`src/rtl/qirq_pkg.sv`:
```
package qirq_pkg;
  localparam int OFF_W      = 5;
  localparam int NUM_CLASS  = 4;
  localparam int NUM_STICKY = 3;

  // offset[4:3] selects the page kind inside a bank
  localparam logic [1:0] KIND_STAT = 2'd0;
  localparam logic [1:0] KIND_MASK = 2'd1;
  localparam logic [1:0] KIND_SET  = 2'd2;
  localparam logic [1:0] KIND_CLR  = 2'd3;

  // offset[2:0] inside the status page
  localparam logic [2:0] SEL_NE_RAW  = 3'd0;
  localparam logic [2:0] SEL_NE_PEND = 3'd1;
  localparam logic [2:0] SEL_LWM     = 3'd2;
  localparam logic [2:0] SEL_HWM     = 3'd3;
  localparam logic [2:0] SEL_TMR     = 3'd4;
  localparam logic [2:0] SEL_ROUTE   = 3'd5;

  // top-level page offsets
  localparam logic [OFF_W-1:0] TOP_OFF_STATUS = 5'd0;
  localparam logic [OFF_W-1:0] TOP_OFF_MASK   = 5'd1;
endpackage

```
`src/rtl/qirq_bank.sv`:
```
module qirq_bank
  import qirq_pkg::*;
#(
  parameter int QPB = 32
) (
  input  logic             clk,
  input  logic             rst_n,
  input  logic             wr_en,
  input  logic [OFF_W-1:0] off,
  input  logic [QPB-1:0]   wdata,
  input  logic [QPB-1:0]   ne_level,
  input  logic [QPB-1:0]   lwm_evt,
  input  logic [QPB-1:0]   hwm_evt,
  input  logic [QPB-1:0]   tmr_evt,
  output logic [QPB-1:0]   rd_data,
  output logic             bank_pend,
  output logic [QPB-1:0]   q_irq
);
  logic [1:0] kind;
  logic [2:0] sel;
  assign kind = off[4:3];
  assign sel  = off[2:0];

  logic [QPB-1:0]                   ne_q;
  logic [QPB-1:0]                   route_q;
  logic [NUM_CLASS-1:0][QPB-1:0]    mask_q, mask_d;
  logic [NUM_CLASS-1:0]             mask_en;
  logic [NUM_STICKY-1:0][QPB-1:0]   stk_q, stk_d;
  logic [NUM_STICKY-1:0]            stk_en;
  logic [NUM_STICKY-1:0][QPB-1:0]   evt_v;
  logic [NUM_CLASS-1:0][QPB-1:0]    cls_st;
  logic [QPB-1:0]                   any_pend;
  logic                             mask_hit;
  logic                             route_we;

  assign evt_v    = {tmr_evt, hwm_evt, lwm_evt};
  assign mask_hit = wr_en && (kind != KIND_STAT) && !sel[2];
  assign route_we = wr_en && (kind == KIND_STAT) && (sel == SEL_ROUTE);

  // next state: masks (direct, set alias, clear alias)
  always_comb begin
    mask_d  = mask_q;
    mask_en = '0;
    for (int c = 0; c < NUM_CLASS; c++) begin
      if (mask_hit && (sel[1:0] == 2'(c))) begin
        mask_en[c] = 1'b1;
        unique case (kind)
          KIND_MASK: mask_d[c] = wdata;
          KIND_SET:  mask_d[c] = mask_q[c] | wdata;
          KIND_CLR:  mask_d[c] = mask_q[c] & ~wdata;
          default:   mask_d[c] = mask_q[c];
        endcase
      end
    end
  end

  // next state: sticky status, clear first then event so an event is never lost
  always_comb begin
    logic [QPB-1:0] clr;
    for (int k = 0; k < NUM_STICKY; k++) begin
      clr = (wr_en && (kind == KIND_STAT) && (sel == SEL_LWM + 3'(k))) ? wdata : '0;
      stk_d[k]  = (stk_q[k] & ~clr) | evt_v[k];
      stk_en[k] = (|clr) || (|evt_v[k]);
    end
  end

  always_ff @(posedge clk or negedge rst_n) begin
    if (!rst_n) begin
      ne_q    <= '0;
      route_q <= '0;
      mask_q  <= '0;
      stk_q   <= '0;
    end else begin
      ne_q <= ne_level;
      if (route_we) route_q <= wdata;
      for (int c = 0; c < NUM_CLASS; c++)
        if (mask_en[c]) mask_q[c] <= mask_d[c];
      for (int k = 0; k < NUM_STICKY; k++)
        if (stk_en[k]) stk_q[k] <= stk_d[k];
    end
  end

  // per-queue pending across the four classes
  assign cls_st = {stk_q[2], stk_q[1], stk_q[0], ne_q};
  always_comb begin
    any_pend = '0;
    for (int c = 0; c < NUM_CLASS; c++)
      any_pend = any_pend | (cls_st[c] & mask_q[c]);
  end

  assign q_irq     = any_pend & route_q;
  assign bank_pend = |(any_pend & ~route_q);

  // read mux
  always_comb begin
    rd_data = '0;
    if (kind == KIND_STAT) begin
      unique case (sel)
        SEL_NE_RAW:  rd_data = ne_q;
        SEL_NE_PEND: rd_data = ne_q & mask_q[0];
        SEL_LWM:     rd_data = stk_q[0];
        SEL_HWM:     rd_data = stk_q[1];
        SEL_TMR:     rd_data = stk_q[2];
        SEL_ROUTE:   rd_data = route_q;
        default:     rd_data = '0;
      endcase
    end else if (!sel[2]) begin
      rd_data = mask_q[sel[1:0]];
    end
  end

  // a pulse always leaves its sticky bit set
  assert_evt_sticky_R3: assert property (@(posedge clk) disable iff (!rst_n)
    1'b1 |=> ((stk_q[0] & $past(lwm_evt)) == $past(lwm_evt)));
  assert_tmr_sticky_R3: assert property (@(posedge clk) disable iff (!rst_n)
    1'b1 |=> ((stk_q[2] & $past(tmr_evt)) == $past(tmr_evt)));
  // write-1-to-clear without a competing event clears the written bits
  assert_w1c_clears_R4: assert property (@(posedge clk) disable iff (!rst_n)
    (wr_en && kind == KIND_STAT && sel == SEL_HWM && hwm_evt == '0)
      |=> ((stk_q[1] & $past(wdata)) == '0));
  // aliases
  assert_set_alias_R6: assert property (@(posedge clk) disable iff (!rst_n)
    (wr_en && kind == KIND_SET && !sel[2])
      |=> ((mask_q[$past(sel[1:0])] & $past(wdata)) == $past(wdata)));
  assert_clr_alias_R6: assert property (@(posedge clk) disable iff (!rst_n)
    (wr_en && kind == KIND_CLR && !sel[2])
      |=> ((mask_q[$past(sel[1:0])] & $past(wdata)) == '0));
endmodule

```
`src/rtl/qirq_root.sv`:
```
module qirq_root
  import qirq_pkg::*;
#(
  parameter int NUM_BANKS = 3
) (
  input  logic                 clk,
  input  logic                 rst_n,
  input  logic                 wr_en,
  input  logic [OFF_W-1:0]     off,
  input  logic [NUM_BANKS-1:0] wdata,
  input  logic [NUM_BANKS-1:0] bank_pend,
  output logic [NUM_BANKS-1:0] rd_data,
  output logic                 cpu_irq
);
  logic [NUM_BANKS-1:0] top_mask_q, top_mask_d;
  logic                 top_mask_en;
  logic                 irq_d, irq_q;

  always_comb begin
    top_mask_en = wr_en && (off == TOP_OFF_MASK);
    top_mask_d  = wdata;
    irq_d       = |(bank_pend & top_mask_q);
  end

  always_ff @(posedge clk or negedge rst_n) begin
    if (!rst_n) begin
      top_mask_q <= '0;
      irq_q      <= 1'b0;
    end else begin
      if (top_mask_en) top_mask_q <= top_mask_d;
      irq_q <= irq_d;
    end
  end

  assign cpu_irq = irq_q;

  always_comb begin
    unique case (off)
      TOP_OFF_STATUS: rd_data = bank_pend;
      TOP_OFF_MASK:   rd_data = top_mask_q;
      default:        rd_data = '0;
    endcase
  end

  assert_irq_rise_R8: assert property (@(posedge clk) disable iff (!rst_n)
    (|(bank_pend & top_mask_q)) |=> cpu_irq);
  assert_irq_fall_R8: assert property (@(posedge clk) disable iff (!rst_n)
    !(|(bank_pend & top_mask_q)) |=> !cpu_irq);
endmodule

```
`src/rtl/qirq_aggregator.sv`:
```
module qirq_aggregator
  import qirq_pkg::*;
#(
  parameter  int NUM_BANKS = 3,
  parameter  int QPB       = 32,
  localparam int NQ        = NUM_BANKS * QPB,
  localparam int SEL_W     = $clog2(NUM_BANKS + 1),
  localparam int ADDR_W    = SEL_W + OFF_W
) (
  input  logic              clk,
  input  logic              rst_n,
  input  logic [NQ-1:0]     ne_level,
  input  logic [NQ-1:0]     lwm_evt,
  input  logic [NQ-1:0]     hwm_evt,
  input  logic [NQ-1:0]     tmr_evt,
  input  logic              reg_wr,
  input  logic [ADDR_W-1:0] reg_addr,
  input  logic [QPB-1:0]    reg_wdata,
  output logic [QPB-1:0]    reg_rdata,
  output logic              cpu_irq,
  output logic [NQ-1:0]     q_irq
);
  logic [SEL_W-1:0]     bank_sel;
  logic [OFF_W-1:0]     off;
  logic [NUM_BANKS-1:0] bank_pend;
  logic [QPB-1:0]       bank_rd [NUM_BANKS];
  logic [NUM_BANKS-1:0] root_rd;
  logic [QPB-1:0]       rd_d, rd_q;

  assign bank_sel = reg_addr[ADDR_W-1:OFF_W];
  assign off      = reg_addr[OFF_W-1:0];

  for (genvar b = 0; b < NUM_BANKS; b++) begin : g_bank
    qirq_bank #(.QPB(QPB)) bank_i (
      .clk       (clk),
      .rst_n     (rst_n),
      .wr_en     (reg_wr && (bank_sel == SEL_W'(b))),
      .off       (off),
      .wdata     (reg_wdata),
      .ne_level  (ne_level[b*QPB +: QPB]),
      .lwm_evt   (lwm_evt[b*QPB +: QPB]),
      .hwm_evt   (hwm_evt[b*QPB +: QPB]),
      .tmr_evt   (tmr_evt[b*QPB +: QPB]),
      .rd_data   (bank_rd[b]),
      .bank_pend (bank_pend[b]),
      .q_irq     (q_irq[b*QPB +: QPB])
    );
  end

  qirq_root #(.NUM_BANKS(NUM_BANKS)) root_i (
    .clk       (clk),
    .rst_n     (rst_n),
    .wr_en     (reg_wr && (bank_sel == SEL_W'(NUM_BANKS))),
    .off       (off),
    .wdata     (reg_wdata[NUM_BANKS-1:0]),
    .bank_pend (bank_pend),
    .rd_data   (root_rd),
    .cpu_irq   (cpu_irq)
  );

  always_comb begin
    rd_d = '0;
    for (int b = 0; b < NUM_BANKS; b++)
      if (bank_sel == SEL_W'(b)) rd_d = bank_rd[b];
    if (bank_sel == SEL_W'(NUM_BANKS)) rd_d = QPB'(root_rd);
  end

  always_ff @(posedge clk or negedge rst_n) begin
    if (!rst_n) rd_q <= '0;
    else        rd_q <= rd_d;
  end

  assign reg_rdata = rd_q;

  // a read of an empty offset returns zero one cycle later
  assert_unmapped_zero_R1: assert property (@(posedge clk) disable iff (!rst_n)
    (bank_sel < SEL_W'(NUM_BANKS) && off[4:3] == KIND_STAT && off[2:1] == 2'b11)
      |=> (reg_rdata == '0));
endmodule

```
`config.mk`:
```
export PLATFORM = sky130hd
export DESIGN_NAME = qirq_aggregator
export DESIGN_NICKNAME = d
export VERILOG_FILES = /design/src/rtl/qirq_pkg.sv /design/src/rtl/qirq_bank.sv /design/src/rtl/qirq_root.sv /design/src/rtl/qirq_aggregator.sv
export SDC_FILE = /design/constraint.sdc
export NUM_CORES = 2
export LEC_CHECK = 0
export ABC_AREA = 1
export BUFFER_PORTS_ARGS = -buffer_cell sky130_fd_sc_hd__buf_2
export CAP_MARGIN = 20
export CORE_ASPECT_RATIO = 0.9
export CORE_MARGIN = 2
export CORE_UTILIZATION = 53
export DETAILED_ROUTE_END_ITERATION = 8
export GPL_TIMING_DRIVEN = 0
export PLACE_DENSITY_LB_ADDON = 0.08
export SLEW_MARGIN = 20
export SYNTH_ARGS = -nofsm -noshare
export SYNTH_HDL_FRONTEND = slang
export SYNTH_HIERARCHICAL = 1
export SYNTH_SLANG_ARGS = --single-unit
```
`constraint.sdc`:
```
create_clock -name clk -period 1.8 [get_ports clk]
set_clock_uncertainty 0.15 [all_clocks]
set_input_delay 0.09 -clock clk [delete_from_list [all_inputs] [get_ports clk]]
set_output_delay 0.09 -clock clk [all_outputs]
set_load 0.05 [all_outputs]
```
; ---- Yosys cells after proc, flatten, opt, wreduce, memory -nomap -nowiden
; Index checks and enable logic that the tools add are counted.
[op_classes]
n_lt_le_gt_ge = 1
eq_ne = 15
mux = 53
bitwise = 83
reduce_logical = 89
[op_table]
columns = cell, count
row1 = $and 32x32->32, 39
row2 = $pmux 32 s3, 12
row3 = $or 32x32->32, 30
row4 = $mux 32, 22
row5 = $reduce_or 32->1, 21
row6 = $pmux 32 s6, 3
row7 = $not 32->32, 13
row8 = $bmux 32 s2, 3
row9 = $logic_and 1x1->1, 38
row10 = $reduce_and 3->1, 12
row11 = $eq 2x2->1 const B, 6
row12 = $mux 1, 12
row13 = $logic_or 1x1->1, 9
row14 = $eq 2x1->1 const B, 3
row15 = $eq 3x2->1 const B, 2
row16 = $eq 3x3->1 const B, 2
row17 = $logic_not 2->1, 3
row18 = $pmux 3 s2, 1
row19 = $eq 5x1->1 const B, 1
row20 = $logic_not 5->1, 1
row21 = $and 3x3->3, 1
row22 = $eq 3x1->1 const B, 1
row23 = $logic_not 3->1, 1
row24 = $lt 2x3->1 const B, 1
row25 = other kinds (4), 4
[totals]
ff_bits = 900
inputBits = 426
output_inout_bits = 129

; ---- Depth between registers and ports, before layout
[logic_depth]
ltp_word = 8
mapped_depth = 13
depth_no_buf = 12

; ---- By module
; The synthesis kept the hierarchy.
[by_module_without_submodules]
columns = mod, n_inst, cells_per_inst, area_per_inst_um2
row1 = qirq_bank, 3, 1906, 14401.3
row2 = qirq_aggregator, 1, 184, 1505.2
row3 = qirq_root, 1, 33, 239.0

; ---- Least setup slack after synthesis
; Ideal clock, no wire load.
[synth_timing]
path_type = register to register
start = register g_bank[0].bank_i.stk_q, in the netlist g_bank[0].bank_i/cls_st[42]
end = register rd_q[0], in the netlist reg_rdata[0]
setup_time_ns = 0.130
arrival_time_ns = 1.244
t_required_ns = 1.520
slack_ns = 0.276
path_stages_with_launch = 13
path_buffers = 0
path_cell_list = dfrtp_1 -> nand2_1 -> nand2_1 -> o21ai_0 -> nand2_1 -> nor2_1 -> nand2_1 -> nor2_1 -> nand2_1 -> inv_1 -> o21ai_0 -> nand3_1 -> nand4_1
[synth_between]
elab_chain_cells = 8
[synth_lines]
columns = element, line_no
row1 = "start, declared", qirq_bank.sv:28  ; logic [NUM_STICKY-1:0][QPB-1:0] stk_q, stk_d;
row2 = "start signal, assigned by index", qirq_bank.sv:79  ; if (stk_en[k]) stk_q[k] <= stk_d[k];
row3 = $and 32x32->32, qirq_bank.sv:88  ; any_pend = any_pend | (cls_st[c] & mask_q[c]);
row4 = $or 32x32->32 (3 in series), qirq_bank.sv:88
row5 = $and 32x32->32, qirq_bank.sv:92  ; assign bank_pend = |(any_pend & ~route_q);
row6 = $reduce_or 32->1, qirq_bank.sv:92
row7 = via bank_pend[0], qirq_aggregator.sv:25  ; logic [NUM_BANKS-1:0] bank_pend;
row8 = $pmux 3 s2, qirq_root.sv:38  ; unique case (off)
row9 = via root_rd[0], qirq_aggregator.sv:27  ; logic [NUM_BANKS-1:0] root_rd;
row10 = $mux 32, qirq_aggregator.sv:65  ; if (bank_sel == SEL_W'(NUM_BANKS)) rd_d = QPB'(root_rd);
row11 = via rd_d[0], qirq_aggregator.sv:28  ; logic [QPB-1:0] rd_d, rd_q;
row12 = "end signal, assigned", qirq_aggregator.sv:70  ; else rd_q <= rd_d;
row13 = "end, declared", qirq_aggregator.sv:28
; The timed path passes the listed nets, and every way through them passes these cells.
; A chain may end at the register's enable or synchronous reset.

; ---- Worst setup path after layout
[layout_timing]
start = register g_bank[1].bank_i.ne_q[18]
end = register rd_q[1], in the netlist reg_rdata[1]
[layout_between]
elab_chain_cells = 8
[layout_lines]
columns = element, line_no
row1 = "start, declared", qirq_bank.sv:24  ; logic [QPB-1:0] ne_q;
row2 = "start signal, assigned", qirq_bank.sv:74  ; ne_q <= ne_level;
row3 = $and 32x32->32, qirq_bank.sv:88
row4 = $or 32x32->32 (3 in series), qirq_bank.sv:88
row5 = $and 32x32->32, qirq_bank.sv:92
row6 = $reduce_or 32->1, qirq_bank.sv:92
row7 = via bank_pend[1], qirq_aggregator.sv:25
row8 = $pmux 3 s2, qirq_root.sv:38
row9 = via root_rd[1], qirq_aggregator.sv:27
row10 = $mux 32, qirq_aggregator.sv:65
row11 = via rd_d[1], qirq_aggregator.sv:28
; The timed path passes the listed nets, and every way through them passes these cells.

==> results.sh <==
export IMPL_status="complete, but fails checks"
export IMPL_violations="design-rule violations, negative hold slack, negative setup slack"
export IMPL_finalPower_uw=57900
export IMPL_grt_pass1_vias=52229
export IMPL_clock_sinks=900
export IMPL_wirelength_um=222000
export IMPL_grt_max_degree=138
export IMPL_synthTopCellsByArea="dfrtp_1, nand2_1, o21ai_1, o21ai_0, inv_1"
export IMPL_drt_antenna_violating_nets=0
export IMPL_path_clk_slew_ps=60
export IMPL_htree_num_levels=3
export IMPL_p_leak_uw=0.0295
export IMPL_ir_drop_v=0.000818
export IMPL_netlist_area_mm2=0.0449
export IMPL_synth_adder_area_share_pct=0
export IMPL_p_comb_share_pct=21.8
export IMPL_grt_remaining_overflow=0
export IMPL_synth_edf_count=0
export IMPL_drv_cap=0
export IMPL_finalMaxSlewViolations=0
export IMPL_slew_headroom_pct=28.3
export IMPL_cellPowerDensity_mw_per_mm2=909
export IMPL_crit_buf_inv=1
export IMPL_seqCellArea_mm2=0.0226
export IMPL_die_h_um=280
export IMPL_switchingPower_uw=18200
export IMPL_path_class="reg -> reg"
export IMPL_dr_pass1_iters=9
export IMPL_crit_fanout=2
export IMPL_max_stage_delay_ps=430
export IMPL_finalSetupTns_ps=-11500
export IMPL_fmax_mhz=458
export IMPL_fin_crit_ps=2180
export IMPL_grt_pass1_wl_um=319000
export IMPL_io_buffer_count=554
export IMPL_cpLargestDelayFamily="simple AND/OR/NAND/NOR gates"
export IMPL_cts_root_buf="clkbuf_16"
export IMPL_sw_frac_of_total_pct=31.4
export IMPL_yosysMostFrequentCell="nand2_1"
export IMPL_ys_seq_elements=900
export IMPL_p_int_uw=39700
export IMPL_synth_xor_area_share_pct=0
export IMPL_critical_path_required_ps=2190
export IMPL_power_frac_clock_pct=37.7
export IMPL_min_path_type="in -> async"
export IMPL_row_count=101
export IMPL_ios=555
export IMPL_ys_types=26
export IMPL_design_area_mm2=0.0636
export IMPL_seqPwrFrac_pct=40.4
export IMPL_post_synth_top_area_cell="dfrtp_1"
export IMPL_cpMostUsedCell="nand2_2"
export IMPL_clk_path_buf_depth=3
export IMPL_antenna_found_initial=9
export IMPL_numCtsBuffers=96
export IMPL_synthSimpleGateAreaFrac_pct=24.3
export IMPL_period_share_pct=121
export IMPL_whs_ps=-826
export IMPL_synth_top_family_by_area="simple AND/OR/NAND/NOR gates"
export IMPL_grtUsageTotal_pct=49.1
export IMPL_slowest_stage="dfrtp_1"
export IMPL_clkLatencyLatePin_ps=690
export IMPL_cp_cell_sequence="nand2_2 > nand4_1 > nand2_1 > nand2_2 > nor2_4 > nand2_2 > nor2_4 > nand2_4 > inv_2 > o21ai_2 > nand3_1 > nand4_1"
export IMPL_start_util_pct=53.4
export IMPL_ys_warn_count=6
export IMPL_cp_start_kind="flop"
export IMPL_drc=4
export IMPL_multi_input_comb_area_mm2=0.0195
export IMPL_dpl_hpwl_um=138000
export IMPL_place_area_mm2=0.0493
export IMPL_viasPerCell=6.15
export IMPL_fin_cells=8796
export IMPL_cts_tree="done"
export IMPL_synth_avg_cell_area_um2=7.57
export IMPL_synth_compound_area_share_pct=17.2
export IMPL_drt_iter0_drc=7767
export IMPL_synthArstFlopShare_pct=100
export IMPL_cts_hold_buffers=742
export IMPL_grt_setup_unrepaired="yes"
export IMPL_synth_ff_type="dfrtp_1"
export IMPL_finalSetupViolCount=124
export IMPL_postLayoutCoreUtil_pct=75.6
export IMPL_seq_area_frac_synth_pct=50.1
export IMPL_synthTopCellsByCount="nand2_1, dfrtp_1, o21ai_1"
export IMPL_synthCells=5935
export IMPL_num_vias=54135
export IMPL_final_nets=8004
export IMPL_n_fill_cell=5999
export IMPL_worst_pin_slew_ps=1080
export IMPL_cp_arrival_ps=2570
export IMPL_muxShareOfSynthArea_pct=0
export IMPL_gp_congestion=1.03
export IMPL_hold_violations=411
export IMPL_die_area_mm2=0.0872
export IMPL_layout_drive_gt1_share_pct=19.6
export IMPL_place_inst=7629
export IMPL_core_area_mm2=0.0842
export IMPL_wl_per_cell_um=25.3
export IMPL_syn_nets=6361
export IMPL_finalWorstSetupSlack_ps=-382
export IMPL_die_w_um=311
export IMPL_end_kind="flop"
export IMPL_syn_to_final_growth_pct=41.6
export IMPL_synth_top_area_share_pct=50.1
metrics by stage:
| step | worst slack [ps] | hold WS (ps) |
|---|---|---|
| 2_1_floorplan | 276 | -356 |
| 3_3_place_gp | -19120 | 48.1 |
| 3_5_place_dp | -885 | -107 |
| 4_1_cts | -210 | -816 |
| 5_1_grt | -409 | -783 |
| 6_report | -382 | -826 |
logic make-up (layout without fill, tap and decap cells):
family,count (synthesis),after routing
buffers and inverters,930,2648
other,0,10
AO/OA/AOI/OAI,1485,1485
flip-flops,900,900
AND/OR/NAND/NOR,2620,2620
registers in the layout (all words and copies together) (netlist names):
name,cells
root_i/cpu_irq,1
reg_rdata,32
root_i/top_mask_q,3
g_bank.bank_i/mask_q,384
g_bank.bank_i/route_q,96
g_bank.bank_i/cls_st,288
g_bank.bank_i/ne_q,96
power groups by stage:
| stage | registers, uW | clock network (uW) | logic, uW |
|---|---|---|---|
| global route | 23500 | 22600 | 13500 |
| finish | 23400 | 21800 | 12600 |
| CTS | 23300 | 21700 | 11200 |
| floorplan | 23300 | 0 | 5510 |
| global placement | 23700 | 0 | 8790 |
| detailed placement | 23700 | 0 | 8990 |
worst paths after layout:
check                                                 start                            to  slack (ps)  cells past startpoint
worst max-delay path              g_bank[1].bank_i/ne_q[18]                  reg_rdata[1]        -380                     12
max in group asynchronous                             rst_n   g_bank[0].bank_i/mask_q[90]         330                      4
worst min register to register  g_bank[0].bank_i/route_q[8]   g_bank[0].bank_i/route_q[8]         340                      2
worst max register to register    g_bank[1].bank_i/ne_q[18]                  reg_rdata[1]        -380                     12
worst min-delay path                                  rst_n   g_bank[1].bank_i/cls_st[83]        -830                      1
min in group clk                                tmr_evt[93]  g_bank[2].bank_i/cls_st[125]          10                      4
metal layers:
metal / track usage [%] / up-vias / routed length (um)
li1: - / 22727 / -
met1: 59.2 / 25325 / 74300
met2: 71.9 / 4818 / 93200
met3: 19.7 / 1261 / 35400
met4: 34.7 / 4 / 19200
met5: 0.998 / - / 132
cell usage in the layout, fill, tap and decap left out, drive strengths merged:
cell,Yosys,layout
nor3,10,10
nand3b,19,19
a22oi,114,114
inv,649,652
nand2,1738,1738
nor2,363,363
nand3,342,342
bufinv,0,14
buf,167,964
clkbuf,114,253
clkinv,0,17
diode,0,10
dfrtp,900,900
o21a,6,6
o21ai,1275,1275
clkinvlp,0,6
dlygate4sd3,0,742
nand4,148,148
a21oi,90,90
area by class of cell:
class | instances | share of cell area [%]
Tap cell | 1133 | 2.23
Clock inverter | 40 | 0.924
Clock buffer | 133 | 4.46
Timing Repair Buffer | 1545 | 20.3
Antenna cell | 10 | 0.0393
Sequential cell | 900 | 35.4
Buffer | 281 | 2.14
Multi-Input combinational cell | 4105 | 30.6
Inverter | 649 | 3.84
repair_timing:
action | CTS | global route
hold endpoints to repair | 1285 | 411
gates resized for setup | 377 | 237
pin swaps | 54 | 159
gates cloned | 0 | 0
endpoints found under the setup margin | 115 | 244
setup buffers | 119 | 123
(Power assumes the default switching activity.)
